## src/rtl/aug_crc_pkg.sv

```systemverilog
package aug_crc_pkg;

  localparam int unsigned DEF_WIDTH = 8;
  localparam logic [DEF_WIDTH-1:0] DEF_TAPS = 8'h07;

  typedef enum logic [1:0] {
    OP_HOLD  = 2'd0,
    OP_CLEAR = 2'd1,
    OP_SHIFT = 2'd2
  } crc_op_e;

endpackage

```

## src/rtl/aug_crc_rst_sync.sv

```systemverilog
module aug_crc_rst_sync #(
  parameter int unsigned STAGES = 2
) (
  input  logic clk,
  input  logic rst_n,
  output logic rst_q_n
);
  logic [STAGES-1:0] sync_q;
  logic [STAGES-1:0] sync_d;

  always_comb begin
    sync_d = {sync_q[STAGES-2:0], 1'b1};
  end

  always_ff @(posedge clk or negedge rst_n) begin
    if (!rst_n) sync_q <= '0;
    else        sync_q <= sync_d;
  end

  assign rst_q_n = sync_q[STAGES-1];
endmodule

```

## src/rtl/aug_crc_shift.sv

```systemverilog
module aug_crc_shift
  import aug_crc_pkg::*;
#(
  parameter int unsigned       WIDTH = DEF_WIDTH,
  parameter logic [WIDTH-1:0]  TAPS  = DEF_TAPS
) (
  input  logic             clk,
  input  logic             rst_n,
  input  crc_op_e          op,
  input  logic             bit_in,
  output logic [WIDTH-1:0] rem
);
  logic [WIDTH-1:0] rem_q;
  logic [WIDTH-1:0] rem_d;
  logic [WIDTH-1:0] shifted;
  logic [WIDTH-1:0] reduced;
  logic             carry_out;

  assign shifted   = {rem_q[WIDTH-2:0], bit_in};
  assign carry_out = rem_q[WIDTH-1];

  // One XOR per tap position; positions whose tap is 0 pass through.
  for (genvar i = 0; i < WIDTH; i++) begin : g_tap
    if (TAPS[i]) begin : g_on
      assign reduced[i] = shifted[i] ^ carry_out;
    end else begin : g_off
      assign reduced[i] = shifted[i];
    end
  end

  always_comb begin
    unique case (op)
      OP_CLEAR: rem_d = '0;
      OP_SHIFT: rem_d = reduced;
      default:  rem_d = rem_q;
    endcase
  end

  always_ff @(posedge clk or negedge rst_n) begin
    if (!rst_n) rem_q <= '0;
    else        rem_q <= rem_d;
  end

  assign rem = rem_q;
endmodule

```

## src/rtl/aug_crc_flag.sv

```systemverilog
module aug_crc_flag
  import aug_crc_pkg::*;
(
  input  logic    clk,
  input  logic    rst_n,
  input  crc_op_e op,
  input  logic    stream_end,
  output logic    done
);
  logic done_q;
  logic done_d;

  always_comb begin
    unique case (op)
      OP_CLEAR: done_d = 1'b0;
      OP_SHIFT: done_d = stream_end;
      default:  done_d = done_q;
    endcase
  end

  always_ff @(posedge clk or negedge rst_n) begin
    if (!rst_n) done_q <= 1'b0;
    else        done_q <= done_d;
  end

  assign done = done_q;
endmodule

```

## src/rtl/aug_crc_serial.sv

```systemverilog
module aug_crc_serial
  import aug_crc_pkg::*;
#(
  parameter int unsigned      WIDTH = DEF_WIDTH,
  parameter logic [WIDTH-1:0] TAPS  = DEF_TAPS
) (
  input  logic             clk,
  input  logic             rst_n,
  input  logic             clear,
  input  logic             bit_vld,
  input  logic             bit_in,
  input  logic             stream_end,
  output logic [WIDTH-1:0] rem_out,
  output logic             rem_valid
);
  logic    rst_q_n;
  crc_op_e op;

  aug_crc_rst_sync #(.STAGES(2)) u_rst (
    .clk     (clk),
    .rst_n   (rst_n),
    .rst_q_n (rst_q_n)
  );

  // Clear wins over a presented bit.
  always_comb begin
    if (clear)        op = OP_CLEAR;
    else if (bit_vld) op = OP_SHIFT;
    else              op = OP_HOLD;
  end

  aug_crc_shift #(.WIDTH(WIDTH), .TAPS(TAPS)) u_shift (
    .clk    (clk),
    .rst_n  (rst_q_n),
    .op     (op),
    .bit_in (bit_in),
    .rem    (rem_out)
  );

  aug_crc_flag u_flag (
    .clk        (clk),
    .rst_n      (rst_q_n),
    .op         (op),
    .stream_end (stream_end),
    .done       (rem_valid)
  );
endmodule

```

## config.mk

```make
export PLATFORM = sky130hd
export DESIGN_NAME = aug_crc_serial
export DESIGN_NICKNAME = d
export VERILOG_FILES = /design/src/rtl/aug_crc_pkg.sv /design/src/rtl/aug_crc_rst_sync.sv /design/src/rtl/aug_crc_shift.sv /design/src/rtl/aug_crc_flag.sv /design/src/rtl/aug_crc_serial.sv
export SDC_FILE = /design/constraint.sdc
export NUM_CORES = 1
export LEC_CHECK = 0
export BUFFER_PORTS_ARGS = -buffer_cell sky130_fd_sc_hd__buf_2
export CORE_AREA = 2 2 39 41
export CTS_CLUSTER_SIZE = 8
export DETAILED_ROUTE_END_ITERATION = 8
export DIE_AREA = 0 0 41 43
export HOLD_SLACK_MARGIN = 0.15
export PLACE_DENSITY = 0.66
export RECOVER_POWER = 100
export SLEW_MARGIN = 5
export SYNTH_ARGS = -nofsm -noshare
export SYNTH_HDL_FRONTEND = slang
export SYNTH_SLANG_ARGS = --single-unit
```

## constraint.sdc

```tcl
create_clock -name clk -period 0.8 [get_ports clk]
set_clock_uncertainty 0.1 [all_clocks]
set_input_delay 0.08 -clock clk [delete_from_list [all_inputs] [get_ports clk]]
set_output_delay 0.08 -clock clk [all_outputs]
set_load 0.01 [all_outputs]
```

==> impl_results.md <==
* Cells along the critical path: buf_6
* Synthesized flop and latch total at 11
* Design Power at 1.08 mW
* Synthesized-area fraction occupied by ao, oa, aoi and oai cells at about 5.2%
* Storage element area at 277 um^2
* Kind of start point of the critical path: flop
* Req. time, crit path at 0.62 ns
* Initial antenna violation count at 0
* Number of H-tree branching levels at 1
* Aggregate routed wire length at about 850 um
* Share of synthesized area occupied by flip-flops and latches at 63.6%
* R2R depth at 2
* Area of the multi-input gates at 156 um^2
* Fraction of the mapped netlist area in adder cells at 0%
* Critical path endpoint category: output pin
* TritonCTS clock tree: done
* XOR/XNOR share of the synthesized area at 6.07%
* Later-pin clock latency in the skew report at about 0.26 ns
* Maximum fanout along the worst path at 5
* Post-synthesis simple-gate area fraction at under 10%
* Fraction of synthesized area in multiplexers at between 10% and 20%
* Detail-routed net length per standard cell at 11.5 um
* Via count at about 330
* Remaining antenna violation count after routing at 0
* X dimension of the die at 41 um
* Max Transition Viols Final at 0
* CTS clk-pin slew, worst paths at about 0.070 ns
* Top-level port count at 15
* Buf/Inv on CP at 1
* Class of the tightest hold or removal check: in -> reg
* Util after Layout at ~46%
* Global-route wire length before repair at between 1000 and 1500 um
* Clk buf depth at 2
* Nets@finish at 65
* DRT Pass-1 Iters at 2
* R2R setup slack at -0.17 ns
* Initial Utilization at a little under a third
* Vert. Die Dim at ~43 um
* Static Leakage at about 0.32 nW
* Diodes inserted at 0
* Number of distinct library cells after synthesis at 8
* Number of global-route vias before repair at 334
* Largest family of logic cells by synthesized area: multiplexers
* Ratio of final minimum period to clock period at 129%
* Share of the synthesized area in the top cell type at about 64%
* Congestion Overflow GR at 0
* Master of the slowest instance on the critical path: sky130_fd_sc_hd__dfrtp_2
* Status: finished with violations
* Core Footprint at approximately 0.0014 mm^2
* Crit-path leading delay family: flip-flops
* Synth Cell Area at ~430 um^2
* Final critical-path required period at between 1 and 1.5 ns
* Mean post-synth cell area at 12.4 um^2
* Hold Path Stages at 3
* Number of fill cells in the layout at about 140
* Critical path class: reg -> out
* Path length in cells of the critical path at 1
* Root buf cell: sky130_fd_sc_hd__clkbuf_4
* Area growth from synthesis to final layout at 46.5%
* Power per Cell Area at approximately 1700 mW/mm^2
* Residual DRC at 0
* Slowest cell delay on critical path at between 0.4 and 0.5 ns
* Cell taking the most area after synthesis: sky130_fd_sc_hd__dfrtp_1
* Worst vdd rail ir drop at 0.000888 V
* Post-cts hold buffer count at 1
* Final setup vio count at 18
* Violations in the final reports: hold timing, setup timing
* Quantity of I/O buffers inserted on ports at 14
* Overall Global Routing Usage at a little under an eighth
* Smallest hold slack at -0.0306 ns
* First-iteration detailed-routing DRC count at 2
* Net count after synthesis at a little over 40
* Max Fclk at approximately 970 MHz
* Maximum number of pins on one net before global-route repair at 13
* Pre-CTS setup slack at -0.191 ns
* Post-route setup slack at -0.230 ns
* Number of buffers added by the clock tree synthesis step at 3
* Number of placement rows at 14
* Total Die Area at around 0.0018 mm^2
* Leading cell types by total area after synthesis: sky130_fd_sc_hd__dfrtp_1 (64%), sky130_fd_sc_hd__mux2i_1 (14%), sky130_fd_sc_hd__nor2_1 (7.8%)
* Routed vias/inst at about 4.4
* Final RePlAce weighted congestion at 0.637
* Gate count of the mapped netlist at 35
* Yosys synthesis warning count at 0
* Hpwl dp at approximately 550 um
* Share of cells above drive strength 1 at a little over two fifths
* RSZ-0062 raised after global routing: true
* Final hold viol count at 2
* Worst endpoint data arrival time at 0.85 ns
* Clock sink count at 11
* Max capacitance violation total at 0
-- cell usage after synthesis, drive strengths merged --
cell type	n
mux2i	6
nor2	9
buf	1
clkbuf	1
xnor2	3
dfrtp	11
a211oi	3
conb	1
-- report_power, final --
group          total [mW]  switching, mW  internal [mW]
clock               0.372          0.179          0.193
sequential          0.597         0.0210          0.576
combinational       0.115         0.0548         0.0606
-- per-stage QoR --
step / std cells / TNS, ns / instance area (um^2)
floorplan: 35 / -0.478 / 434
global placement: 63 / -0.544 / 513
detailed placement: 63 / -0.681 / 513
CTS: 73 / -2.91 / 601
global route: 74 / -3.57 / 634
finish: 74 / -2.79 / 634
-- placed cells by master, fill, tap and decap left out, drive strengths merged --
cell         count
mux2i            6
dfrtp           11
a211oi           3
dlygate4sd3      1
conb             1
xnor2            3
nor2             9
buf             19
clkbuf           5
-- worst register-to-register path, cell delays in order, from the launching register on --
cell and delay, ns:
sky130_fd_sc_hd__dfrtp_2 0.45, sky130_fd_sc_hd__xnor2_1 0.14, sky130_fd_sc_hd__a211oi_1 0.19
-- path summary, 6_finish.rpt --
kind	end	start
min	u_flag.done	stream_end
max	rem_out[7]	u_shift.rem[7]
max in group asynchronous	u_shift.rem[7]	u_rst.sync_q[1]
min in group asynchronous	u_rst.sync_q[1]	rst_n
max reg2reg	u_shift.rem[1]	u_shift.rem[7]
min reg2reg	u_shift.rem[0]	u_rst.sync_q[1]
-- final cells by class --
class	instances	area share, %
repair buffers	21	24.5
flip-flops and latches	11	43.6
clock buffers	4	4.14
well taps	16	3.16
multi-input cells	22	24.7
-- registers in the layout, indices dropped and copies added, names as in the netlist --
register,cells
u_shift.rem,8
u_rst.sync_q,2
u_flag.done,1
-- per-layer routing --
metal,GRT usage [%],routed length (um)
met2,17.8,475
met3,4.71,47
met4,8.00,0
met1,13.1,330
met5,0,0
-- kinds of logic after synthesis --
| kind of cell | Yosys count |
|---|---|
| AO/OA/AOI/OAI | 3 |
| XOR/XNOR | 3 |
| flip-flops | 11 |
| multiplexers | 6 |
| buffers and inverters | 2 |
| other | 1 |
| AND/OR/NAND/NOR | 9 |
-- repair_timing --
| item | in CTS | in global routing |
|---|---|---|
| setup buffers | 5 | 1 |
| hold endpoints to repair | 20 | 20 |
| pin swaps | 6 | 6 |
| resized for setup | 3 | 6 |
| setup endpoints to repair | 14 | 18 |
(Power assumes the default switching activity.)
